`src/rtl/att_ramp_seq.sv`:
```
module att_ramp_seq #(
  parameter int CODE_W      = 8,
  parameter int MAX_CODE    = 227,
  parameter int STEP_FRAMES = 8
) (
  input  logic              clk,
  input  logic              rst_n,
  input  logic              frame_tick,
  input  logic              soft_en,
  input  logic              zc_mode,
  input  logic [CODE_W-1:0] tgt_l,
  input  logic [CODE_W-1:0] tgt_r,
  input  logic              mute_l,
  input  logic              mute_r,
  input  logic              zc_l,
  input  logic              zc_r,
  output logic [CODE_W-1:0] att_l,
  output logic [CODE_W-1:0] att_r,
  output logic [1:0]        muted,
  output logic              busy
);
  localparam int CNT_W = (STEP_FRAMES > 1) ? $clog2(STEP_FRAMES) : 1;
  localparam logic [CODE_W-1:0] CEIL_C = CODE_W'(MAX_CODE);
  localparam logic [CODE_W-1:0] MUTE_C = CODE_W'(MAX_CODE + 1);
  localparam logic [CNT_W-1:0]  LAST_C = CNT_W'(STEP_FRAMES - 1);

  logic [CODE_W-1:0] att_q [2];
  logic [CODE_W-1:0] goal  [2];
  logic [1:0]        zc;
  logic [CNT_W-1:0]  cnt_q;
  logic              pace;

  assign goal[0] = (mute_l || tgt_l > CEIL_C) ? MUTE_C : tgt_l;
  assign goal[1] = (mute_r || tgt_r > CEIL_C) ? MUTE_C : tgt_r;
  assign zc      = {zc_r, zc_l};
  assign pace    = frame_tick && (cnt_q == LAST_C);
  assign busy    = (att_q[0] != goal[0]) || (att_q[1] != goal[1]);
  assign att_l   = att_q[0];
  assign att_r   = att_q[1];
  assign muted   = {att_q[1] == MUTE_C, att_q[0] == MUTE_C};

  always_ff @(posedge clk) begin
    if (!rst_n || !busy)  cnt_q <= '0;
    else if (frame_tick)  cnt_q <= pace ? '0 : cnt_q + 1'b1;
  end

  for (genvar i = 0; i < 2; i++) begin : g_ch
    logic adv;
    assign adv = frame_tick && (zc_mode ? zc[i] : pace);

    always_ff @(posedge clk) begin
      if (!rst_n)                      att_q[i] <= '0;
      else if (!soft_en && frame_tick) att_q[i] <= goal[i];
      else if (soft_en && adv) begin
        if (att_q[i] < goal[i])        att_q[i] <= att_q[i] + 1'b1;
        else if (att_q[i] > goal[i])   att_q[i] <= att_q[i] - 1'b1;
      end
    end

    assert_unit_step_R3: assert property (@(posedge clk) disable iff (!rst_n)
      soft_en |=> (att_q[i] == $past(att_q[i])) ||
                  (att_q[i] == $past(att_q[i]) + 1'b1) ||
                  (att_q[i] + 1'b1 == $past(att_q[i])));

    assert_ceiling_R2: assert property (@(posedge clk) disable iff (!rst_n)
      att_q[i] <= MUTE_C);

    assert_frame_only_R9: assert property (@(posedge clk) disable iff (!rst_n)
      !frame_tick |=> $stable(att_q[i]));

    assert_hold_on_goal_R4: assert property (@(posedge clk) disable iff (!rst_n)
      (att_q[i] == goal[i]) |=> $stable(att_q[i]));

    assert_no_step_without_zc_R7: assert property (@(posedge clk) disable iff (!rst_n)
      (soft_en && zc_mode && !zc[i]) |=> $stable(att_q[i]));
  end

  assert_idle_count_R3: assert property (@(posedge clk) disable iff (!rst_n)
    !busy |=> cnt_q == '0);
endmodule

```
`config.mk`:
```
export PLATFORM = sky130hd
export DESIGN_NAME = att_ramp_seq
export DESIGN_NICKNAME = d
export VERILOG_FILES = /design/src/rtl/att_ramp_seq.sv
export SDC_FILE = /design/constraint.sdc
export NUM_CORES = 1
export LEC_CHECK = 0
export ABC_AREA = 1
export BUFFER_PORTS_ARGS = -buffer_cell sky130_fd_sc_hd__buf_4
export CAP_MARGIN = 20
export CORE_MARGIN = 5
export CORE_UTILIZATION = 40
export CTS_CLUSTER_SIZE = 12
export DETAILED_ROUTE_END_ITERATION = 10
export SYNTH_ARGS = -nofsm -noshare
export SYNTH_HDL_FRONTEND = slang
export SYNTH_SLANG_ARGS = --single-unit
```
`constraint.sdc`:
```
create_clock -name clk -period 6.7 [get_ports clk]
set_input_delay 0.67 -clock clk [delete_from_list [all_inputs] [get_ports clk]]
set_output_delay 0.67 -clock clk [all_outputs]
set_load 0.1 [all_outputs]
```
==> results of run 1 <==
==> worst max-delay path, delay by kind of cell <==
| kind | cells | cell delay, ps |
|---|---|---|
| buffers and inverters | 3 | 460 |
| adders and majority gates | 1 | 210 |
| and+or+nand+nor | 9 | 1110 |
==> flip-flops by register name, summed over array words and instances, names as in the netlist <==
name   cells
att_q     16
cnt_q      3
==> synthesized netlist by cell type (all sizes together) (3+ instances only) <==
cell,count
xnor2,4
xor2,18
ha,24
a21oi,10
inv,44
edfxtp,16
nand4,4
or2,5
buf,4
nor3,9
dfxtp,3
o21ai,14
nor2,47
nand2,80
nand3,26
==> metal layers <==
layer / global-route usage, % / part of all wire, %
met3: 2.76 / 3.8
met1: 20.8 / 49
met2: 24.2 / 46
met5: 0 / 0
met4: 3.80 / 1.2
==> area by class of cell <==
class                      instances  area [µm²]
fill                             551        2790
multi-input combinational        248        1460
sequential                        19         541
timing repair buffer              43         323
inverter                          44         165
tap                               72        90.1
clock buffer                       4        45.0
==> how the worst min path moves through the flow <==
stage | cells after the start | slack [ps] | end | from
2_1_floorplan | 2 | 440 | cnt_q[1] | cnt_q[1]
3_3_place_gp | 2 | 450 | cnt_q[1] | cnt_q[1]
3_5_place_dp | 2 | 460 | cnt_q[2] | cnt_q[2]
4_1_cts | 2 | 470 | cnt_q[2] | cnt_q[2]
5_1_grt | 2 | 500 | cnt_q[2] | cnt_q[2]
6_report | 2 | 470 | cnt_q[2] | cnt_q[2]
==> cells by family after synthesis <==
kind of cell | count (synthesis) | synth area share (%)
buffers and inverters | 48 | 9.01
adders and majority gates | 24 | 13.7
and+or+nand+nor | 175 | 37.0
DFF | 19 | 24.6
xor gates and xnor gates | 22 | 8.78
AOI/OAI and AO/OA | 27 | 6.85
==> power breakdown <==
group          switching [mW]  internal, mW
Combinational           0.119        0.0518
Sequential             0.0162         0.139
Clock                  0.0391        0.0423
==> through the flow <==
| step | setup slack, ps | util, % |
|---|---|---|
| finish | 3560 | 48.4 |
| global route | 3320 | 48.4 |
| CTS | 3540 | 48.4 |
| detailed placement | 3310 | 47.6 |
| global placement | 3260 | 47.6 |
| floorplan | 2580 | - |
==> summary.txt, run 1 <==
Routing
  – 1st-pass router iterations: 4
  – Vias per inst: roughly 4.7
  – Initial DRC count: 51
  – Vias: approximately 2.0k
  – DRC: 0
  – Final wirelength: 5210 µm
  – Routed len/inst: 12.1 µm
  – Antenna viol nets, final: 0

Global route
  – Largest net degree at the start of global routing: 14
  – Gr usage total: between 15 and 20%
  – Initial antenna violation count: 0
  – Global-route wire length before repair: 8980 µm
  – Vias in the first global route: 1991
  – Total gr overflow: 0

Floorplanning
  – IO Count: 44
  – Chip width: 84.1 µm
  – Initial core utilization: 40.6%
  – Die H: roughly 84 µm
  – # rows: 27
  – DIE AREA: slightly above 7000 µm²
  – Core Area: 5410 µm²

Worst setup path
  – Max stage delay cell, worst path: or2_2
  – Crit path launch type: input port
  – CP Data Required Time: 6030 ps
  – Critical path endpoint: busy
  – Worst Reg2Reg Path Length in Cells: 11
  – Cell mode on critical path: nand2_1
  – Worst reg2reg endpoint: att_q[1][7]
  – Crit path max fanout: 8
  – CP endpoint kind: output port
  – Reg2reg setup slack: 4180 ps
  – Crit. Startpoint: tgt_r[4]
  – Worst-path cell chain: buf_4 -> nor2_1 -> nand2_1 -> nand3b_1 -> nand2_1 -> or2_2 -> inv_1 -> ha_1 -> nand2_1 -> nor2_1 -> and2_1 -> nand2_1 -> buf_4
  – Crit path DAT: 2470 ps
  – Critical path class: in2out
  – Max stage delay on crit path: 330 ps
  – Reg2reg start: att_q[1][2]

Synth
  – Ranking of synthesized cells by area: edfxtp_1 (22%), ha_1 (14%), nand2_1 (13%)
  – Asr flop ratio synth: 0%
  – Post-Syn Nets: 364
  – Post-synth top area share: roughly 22%
  – Post-synth EDFFs: 16
  – Synth Cell Area: ~2200 µm²
  – Cell taking the most area after synthesis: edfxtp_1
  – Sequential area share after synthesis: 24.6%
  – Synth warn: 0
  – #FFs+latches synth: 19
  – Post-synth cell types: 34
  – Syn Area/Cell: 6.96 µm²
  – Most used DFF post-synth: edfxtp_1
  – Synth Instances: 315

Clocking
  – Clk pin slew, worst setup/hold paths: 70 ps
  – CTS max path bufs: 2
  – PostCTS Resize Cnt: 0
  – Post-CTS Hold Buffers: 0
  – Setup Fix Bufs, Post-CTS: 0
  – Cts bufs inserted: 3
  – Worst-Skew Late Latency: 250 ps
  – CTS tree: built
  – Htree depth: 1
  – CTS Root Cell: clkbuf_8
  – # clock sinks: 19

Finish
  – Fin nets: 408
  – Ant diodes: 0
  – Most frequent cells in the layout: nand2_1 (78), buf_4 (43), inv_1 (42)
  – Post-route insts no fill: 430
  – Layout cell share with drive strength beyond 1: 19.3%
  – Area grow syn2layout: 19.4%
  – Final instance area: 2620 µm²
  – Commonest non-fill, non-tap cell in the layout: nand2_1

Placed design
  – IO buf count: 43
  – Post-DP Area: 2570 µm²
  – GP Congestion: 0.833
  – Hpwl dp: between 4000 and 5000 µm
  – Placed insts: about 430

STA
  – Min Tclk post-route: 3140 ps
  – Max transition margin: 56.5%
  – Post-route clock period utilization: a little under half
  – Hold Vio Cnt, Final: 0
  – RSZ-0062 raised after global routing: no
  – WHS: 469 ps
  – # setup viols final: 0
  – Count of final max-slew check failures: 0
  – Post-route setup TNS: 0 ps
  – Max Fclk: between 0.3 and 0.4 GHz
  – Worst-Margin Slew: about 650 ps
  – Final setup skew: 2.30 ps

Pwr
  – Total power: about 0.41 mW
  – Peak supply drop: 90.8 µV
  – Power density over the cells: 155 nW/µm²
  – Leak: between 1 and 1.5 nW

Min path
  – HP Class: reg2reg

Status
  – Status: completed

Job
  – Max Cap Viol: 0
Note: power is estimated with default switching activity, not from simulation.
==> inputs of run 2 (changes only) <==
==> constraint.sdc (replaced) <==
create_clock -name clk -period 2.9 [get_ports clk]
set_input_delay 0.29 -clock clk [delete_from_list [all_inputs] [get_ports clk]]
set_output_delay 0.29 -clock clk [all_outputs]
set_load 0.1 [all_outputs]
==> run 2 against run 1 <==
Effect of this change:
- sequential cell count is the same
- sequential share of layout area decreased by 0.47 points
- global-route usage fell by 0.084 points
- count of clock-buffer cells in the layout fell by 1
- highest routed layer unchanged
- critical path depth rose by 1
- non-clock buffer count grew 7
- routed wire length grew 0.83%
- clock skew decreased by 0.66 ps
- hold slack got worse by 140 ps
- die area stayed put
==> summary.txt, run 2 (synthesis results as in run 1) <==
STA
  – Worst-Margin Slew: 334 ps (-315 ps)
  – Count of final max-slew check failures: 0 (unchanged)
  – Min Tclk post-route: between 2000 and 2500 ps
  – Final setup skew: 1.64 ps (-0.656 ps)
  – Max Fclk: 0.406 GHz
  – Max transition margin: 77.7% (+21 points)
  – Post-route setup TNS: 0 ps (unchanged)
  – RSZ-0062 raised after global routing: no
  – # setup viols final: 0 (unchanged)
  – Hold Vio Cnt, Final: 0 (unchanged)
  – Post-route clock period utilization: 84.8%
  – Final WS setup: 440 ps (-3120 ps)

Routing
  – Max Used Layer: met4
  – Vias: 2076 (+2.1%)
  – 1st-pass router iterations: 4 (unchanged)
  – DR WL met2: 2460 µm (+3.4%)
  – Antenna viol nets, final: 0 (unchanged)
  – Metal3 WL: 206 µm (+3.0%)
  – Initial DRC count: 86 (+69%)
  – Final wirelength: 5250 µm (+0.83%)
  – Met1 WL: 2580 µm (+0.47%)
  – DRC: 0 (unchanged)
  – Routed len/inst: 12.0 µm (-0.79%)
  – Vias per inst: 4.75 (+0.48%)

Min path
  – HP Class: in2reg

Clocking
  – Post-CTS Hold Buffers: 0 (unchanged)
  – CTS tree: built
  – CTS max path bufs: 2 (unchanged)
  – PostCTS Resize Cnt: 0 (unchanged)
  – Htree depth: 1 (unchanged)
  – CTS Root Cell: clkbuf_8
  – Cts bufs inserted: 3 (unchanged)
  – Clk pin slew, worst setup/hold paths: 70 ps (about the same)
  – Setup Fix Bufs, Post-CTS: 0 (unchanged)
  – Worst-Skew Late Latency: 250 ps (about the same)
  – # clock sinks: 19 (unchanged)

Worst setup path
  – Crit path DAT: 2450 ps (-20 ps)
  – Crit path launch type: input port
  – Critical path class: in2reg
  – CP endpoint kind: flop
  – Crit path max fanout: 10 (+2)
  – CP Data Required Time: 2890 ps (-3140 ps)

Finish
  – Ant diodes: 0 (unchanged)
  – Fin nets: 415 (+1.7%)
  – Commonest non-fill, non-tap cell in the layout: nand2_1
  – Most frequent cells in the layout: nand2_1 (78), buf_4 (50), inv_1 (42)
  – Layout cell share with drive strength beyond 1: 21.6% (+2.4 points)
  – Area grow syn2layout: 22.2%
  – Most flops, register: att_q
  – Largest registers: att_q x16, cnt_q x3
  – Core Util, Final: 49.6% (+1.1 points)
  – Max FFs per register: 16 (unchanged)

Global route
  – Global-route wire length before repair: 8970 µm (about the same)
  – Largest net degree at the start of global routing: 13 (-1)
  – Initial antenna violation count: 0 (unchanged)
  – Vias in the first global route: 1977 (-0.70%)
  – Gr usage total: 15.0% (-0.084 points)
  – Total gr overflow: 0 (unchanged)

Floorplanning
  – Die H: 84.1 µm (unchanged)
  – # rows: 27 (unchanged)
  – Chip width: 84.1 µm (unchanged)
  – Core Area: 5410 µm² (unchanged)
  – IO Count: 44 (unchanged)
  – Initial core utilization: 40.6% (unchanged)
  – DIE AREA: 7060 µm² (unchanged)

Job
  – Max Cap Viol: 0 (unchanged)

Placed design
  – GP Congestion: 0.895 (+7.4%)
  – Hpwl dp: 4480 µm (+3.4%)
  – IO buf count: 43 (unchanged)
  – Pre-CTS setup slack: 161 ps (-3150 ps)

Pwr
  – Clk pwr share: 19.3% (-0.7 points)
  – Psw: 0.400 mW (+130%)
  – Switching share of power: 42.5% (-0.27 points)
  – Leak: 1.38 nW (+2.7%)
  – Peak supply drop: 214 µV (+140%)
  – Sequential Power Share: 37.7% (-0.4 points)
  – Comb pwr share: 42.9% (+1.0 points)
  – Power density over the cells: 351 nW/µm² (+130%)
  – Internal power: 0.542 mW (+130%)

Status
  – Status: completed
[run 2: stage by stage]
step | hold slack, ps | area, µm² | total power [mW] | cells
finish | 329 | 2680 | 0.942 | 437
global route | 335 | 2680 | 1.01 | 437
CTS | 318 | 2680 | 0.956 | 437
detailed placement | 464 | 2630 | 0.768 | 433
global placement | 453 | 2630 | 0.767 | 433
floorplan | 437 | 2200 | 0.657 | 315
[run 2: per-layer routing]
metal / vias to the layer above / GRT usage [%]
met2: 48 / 25.0
met4: 0 / 1.75
met1: 911 / 21.2
li1: 1115 / -
met3: 2 / 2.07
met5: - / 0
[run 2: cell type report]
class,instances,area [µm²]
Clock inverter,1,5.00
Timing Repair Buffer,50,375
Clock buffer,3,41.3
Multi-Input combinational cell,248,1460
Tap cell,72,90.1
Sequential cell,19,541
Inverter,44,165
Fill cell,567,2730
[run 2: final timing paths]
check / slack (ps) / cells after the start / endpoint / start
min reg2reg: 470 / 2 / cnt_q[1] / cnt_q[1]
max: 440 / 14 / att_q[0][6] / tgt_l[4]
min: 330 / 3 / cnt_q[1] / frame_tick
max reg2reg: 710 / 9 / att_q[0][6] / att_q[0][7]
[run 2: worst max-delay path: stages]
cell,delay [ps]
buf_4,120
o31ai_1,230
nand2_1,240
inv_1,220
nand2_1,80
ha_1,270
nand2_1,40
nor2_1,110
nand4_1,120
inv_1,100
nor2_1,60
nand2_1,120
nand2_1,80
or2_2,380
[run 2: power by group through the flow]
stage | combinational [mW] | sequential, mW | clock, mW
finish | 0.404 | 0.356 | 0.182
global route | 0.445 | 0.361 | 0.207
CTS | 0.407 | 0.356 | 0.192
detailed placement | 0.405 | 0.362 | 0
global placement | 0.405 | 0.363 | 0
floorplan | 0.177 | 0.480 | 0
==> inputs of run 3 (changes only) <==
--- a/config.mk
+++ b/config.mk
@@ -5,7 +5,7 @@
 export SDC_FILE = /design/constraint.sdc
 export NUM_CORES = 1
 export LEC_CHECK = 0
-export ABC_AREA = 1
+export ABC_AREA = 0
 export BUFFER_PORTS_ARGS = -buffer_cell sky130_fd_sc_hd__buf_4
 export CAP_MARGIN = 20
 export CORE_MARGIN = 5
==> constraint.sdc (replaced) <==
create_clock -name clk -period 2.3 [get_ports clk]
set_input_delay 0.23 -clock clk [delete_from_list [all_inputs] [get_ports clk]]
set_output_delay 0.23 -clock clk [all_outputs]
set_load 0.1 [all_outputs]
==> run 3 against run 2 <==
Effect of this change:
- the flow now finishes with violations (negative setup slack)
- via count is 5.5% higher
- routed wire length is 26% higher
- die area is 9.4% lower
- sequential cell count stayed put
- worst setup slack worse by 740 ps
- critical endpoint is now att_q[0][2]
- largest cell class unchanged
- largest power group unchanged
==> summary.txt, run 3 <==
Worst setup path
  – Reg2reg start: att_q[0][1]
  – Critical path class: in2reg
  – Crit path DAT: 2600 ps (+150 ps)
  – CP endpoint kind: flop
  – Crit path max fanout: 4 (-6)
  – Worst-path cell chain: buf_6 -> or3_4 -> a41oi_4 -> nand2_2 -> ha_4 -> nor2b_4 -> o211ai_1 -> a21oi_2 -> nor3_4 -> and3b_1 -> or4_1
  – CP Data Required Time: 2300 ps (-590 ps)
  – Crit path buf inv count: 1 (-2)
  – Critical path's top delay family: simple AND/OR/NAND/NOR gates
  – Worst Reg2Reg Path Length in Cells: 7 (-2)
  – Max stage delay on crit path: 490 ps (+110 ps)
  – Reg2reg setup slack: 80 ps (-630 ps)
  – Crit path launch type: input port
  – Max stage delay cell, worst path: or4_1
  – Worst reg2reg endpoint: att_q[0][2]

Pwr
  – Psw: 0.554 mW (+38%)
  – Internal power: 0.814 mW (+50%)
  – Peak supply drop: 235 µV (+9.9%)
  – Power density over the cells: 389 nW/µm² (+11%)
  – Sequential Power Share: 30.9% (-6.8 points)
  – Switching share of power: 40.5% (-2.0 points)
  – Comb pwr share: 51.3% (+8.4 points)
  – Clk pwr share: 17.8% (-1.5 points)
  – Leak: 1.56 nW (+13%)

Synth
  – Syn Area/Cell: 8.52 µm² (+22%)
  – Synth warn: 0 (unchanged)
  – Synth top cells by count: nand2_1 (26), nor2_1 (25), ha_1 (24)
  – Post-Syn Nets: 279 (-23%)
  – Ranking of synthesized cells by area: edfxtp_1 (25%), ha_1 (15%), nand2_1 (5.0%)
  – Most used DFF post-synth: edfxtp_1
  – Post-synth cell types: 48 (+41%)
  – Post-synth EDFFs: 16 (unchanged)
  – Cell taking the most area after synthesis: edfxtp_1
  – Synth Instances: 230 (-27%)
  – #FFs+latches synth: 19 (unchanged)
  – Sequential area share after synthesis: 27.6% (+2.9 points)
  – Asr flop ratio synth: 0% (unchanged)
  – Post-synth top area share: 24.5% (+2.6 points)
  – Most common cell in the synthesized netlist: nand2_1
  – Synth Cell Area: 1960 µm² (-11%)

Global route
  – Gr usage total: 20.2% (+5.2 points)
  – Vias in the first global route: 2176 (+10%)
  – Largest net degree at the start of global routing: 11 (-2)
  – Global-route wire length before repair: 10100 µm (+12%)
  – Total gr overflow: 0 (unchanged)
  – Initial antenna violation count: 0 (unchanged)

Clocking
  – Htree depth: 1 (unchanged)
  – CTS max path bufs: 2 (unchanged)
  – Worst-Skew Late Latency: 260 ps (about the same)
  – Clk pin slew, worst setup/hold paths: 80 ps (about the same)
  – CTS Root Cell: clkbuf_8
  – CTS tree: built
  – # clock sinks: 19 (unchanged)
  – Cts bufs inserted: 3 (unchanged)

Finish
  – Ant diodes: 0 (unchanged)
  – Largest registers: att_q x16, cnt_q x3
  – Layout cell share with drive strength beyond 1: 55.3% (+34 points)
  – Max FFs per register: 16 (unchanged)
  – Most frequent cells in the layout: buf_4 (101), buf_6 (24), nand2_1 (20)
  – Fin nets: 401 (-3.4%)
  – Final instance area: 3510 µm² (+31%)
  – Commonest non-fill, non-tap cell in the layout: buf_4
  – Area grow syn2layout: 79.3%
  – Most flops, register: att_q

Floorplanning
  – # rows: 25 (-7.4%)
  – Chip width: 80.0 µm (-4.8%)
  – Core Area: 4750 µm² (-12%)
  – DIE AREA: 6400 µm² (-9.4%)
  – Initial core utilization: 41.2% (+0.66 points)
  – Die H: 80.0 µm (-4.8%)
  – IO Count: 44 (unchanged)

Routing
  – Routed len/inst: 15.9 µm (+32%)
  – Antenna viol nets, final: 0 (unchanged)
  – Final wirelength: 6630 µm (+26%)
  – 1st-pass router iterations: 4 (unchanged)
  – DRC: 0 (unchanged)
  – Initial DRC count: 103 (+20%)
  – Vias: 2190 (+5.5%)
  – Vias per inst: 5.24 (+10%)

STA
  – Count of final max-slew check failures: 0 (unchanged)
  – Max transition margin: 72.5% (-5.2 points)
  – Max Fclk: between 0.3 and 0.4 GHz
  – RSZ-0062 raised after global routing: yes
  – Final WS setup: -297 ps (-737 ps)
  – Post-route clock period utilization: 113%
  – Min Tclk post-route: about 2600 ps
  – # setup viols final: 31 (+31)
  – Final setup skew: 3.23 ps (+1.59 ps)
  – Post-route setup TNS: -5670 ps (-5670 ps)
  – Hold Vio Cnt, Final: 0 (unchanged)
  – Worst-Margin Slew: 408 ps (+73.8 ps)

Placed design
  – Hpwl dp: 4630 µm (+3.3%)
  – GP Congestion: 0.858 (-4.0%)
  – IO buf count: 43 (unchanged)
  – Post-DP Area: 2930 µm² (+11%)

Min path
  – WHS Endpoint: cnt_q[1]
  – Hold path depth: 3 (unchanged)
  – Hold_sp: frame_tick
  – HP Class: in2reg

Status
  – Violated checks: negative setup slack
  – Status: finished with violations

Job
  – Max Cap Viol: 0 (unchanged)
run 3: per-layer routing:
metal	up-vias	wire [µm]	track usage (%)
li1	1091	-	-
met1	1031	2980	27.2
met2	58	3260	33.7
met3	10	287	2.14
met4	0	107	6.59
met5	-	0	0
run 3: how the worst max path moves through the flow:
stage,cells past startpoint,from,slack [ps],to
floorplan,8,att_q[0][0],-480,att_q[0][2]
global placement,11,tgt_l[4],-680,att_q[0][2]
detailed placement,11,tgt_l[4],-720,att_q[0][2]
CTS,11,tgt_l[4],-230,att_q[0][2]
global route,11,tgt_l[4],-390,att_q[0][2]
finish,11,tgt_l[4],-300,att_q[0][2]
run 3: cell families after synthesis:
logic type	after synthesis	synth area share [%]
AND/OR/NAND/NOR	106	27.4
AO/OA/AOI/OAI	43	15.6
adder cells (fa/ha/maj)	24	15.3
XOR/XNOR	20	8.93
flip-flops	19	27.6
buffers and inverters	14	2.94
multiplexers	4	2.23
run 3: cell type report:
type / instances / area (µm²)
Multi-Input combinational cell: 197 / 1780
Tap cell: 67 / 83.8
Inverter: 5 / 18.8
Fill cell: 364 / 1240
Timing Repair Buffer: 126 / 1050
Sequential cell: 19 / 541
Clock buffer: 4 / 45.0
run 3: power by group through the flow:
stage	Combinational, mW	Clock, mW	Sequential (mW)
2_1_floorplan	0.219	0	0.601
3_5_place_dp	0.595	0	0.426
5_1_grt	0.750	0.257	0.425
6_report	0.702	0.243	0.422
4_1_cts	0.655	0.239	0.421
3_3_place_gp	0.591	0	0.426
run 3: worst reg2reg max path: stages, from the launching register on:
cell      delay, ps
edfxtp_1        470
ha_4            300
nor2b_4         130
o211ai_1        100
a21oi_2         230
nor3_4           70
and3b_1         180
or4_1           500
run 3: stage by stage:
step                instances  total power [mW]  utilization, %  hold WS [ps]  setup WS (ps)
floorplan                 230             0.820               -           382           -484
global placement          391              1.02            61.7           456           -678
detailed placement        391              1.02            61.7           465           -715
CTS                       413              1.31            70.3           273           -229
global route              418              1.43            73.9           287           -393
finish                    418              1.37            73.9           275           -297
run 3: what timing repair did:
action / 4_1_cts / 5_1_grt
setup buffers: 31 / 7
endpoints found under the setup margin: 32 / 33
resized for setup: 48 / 22
hold buffers: 0 / 0
pin swaps: 19 / 14
endpoints found under the hold margin: 0 / 0
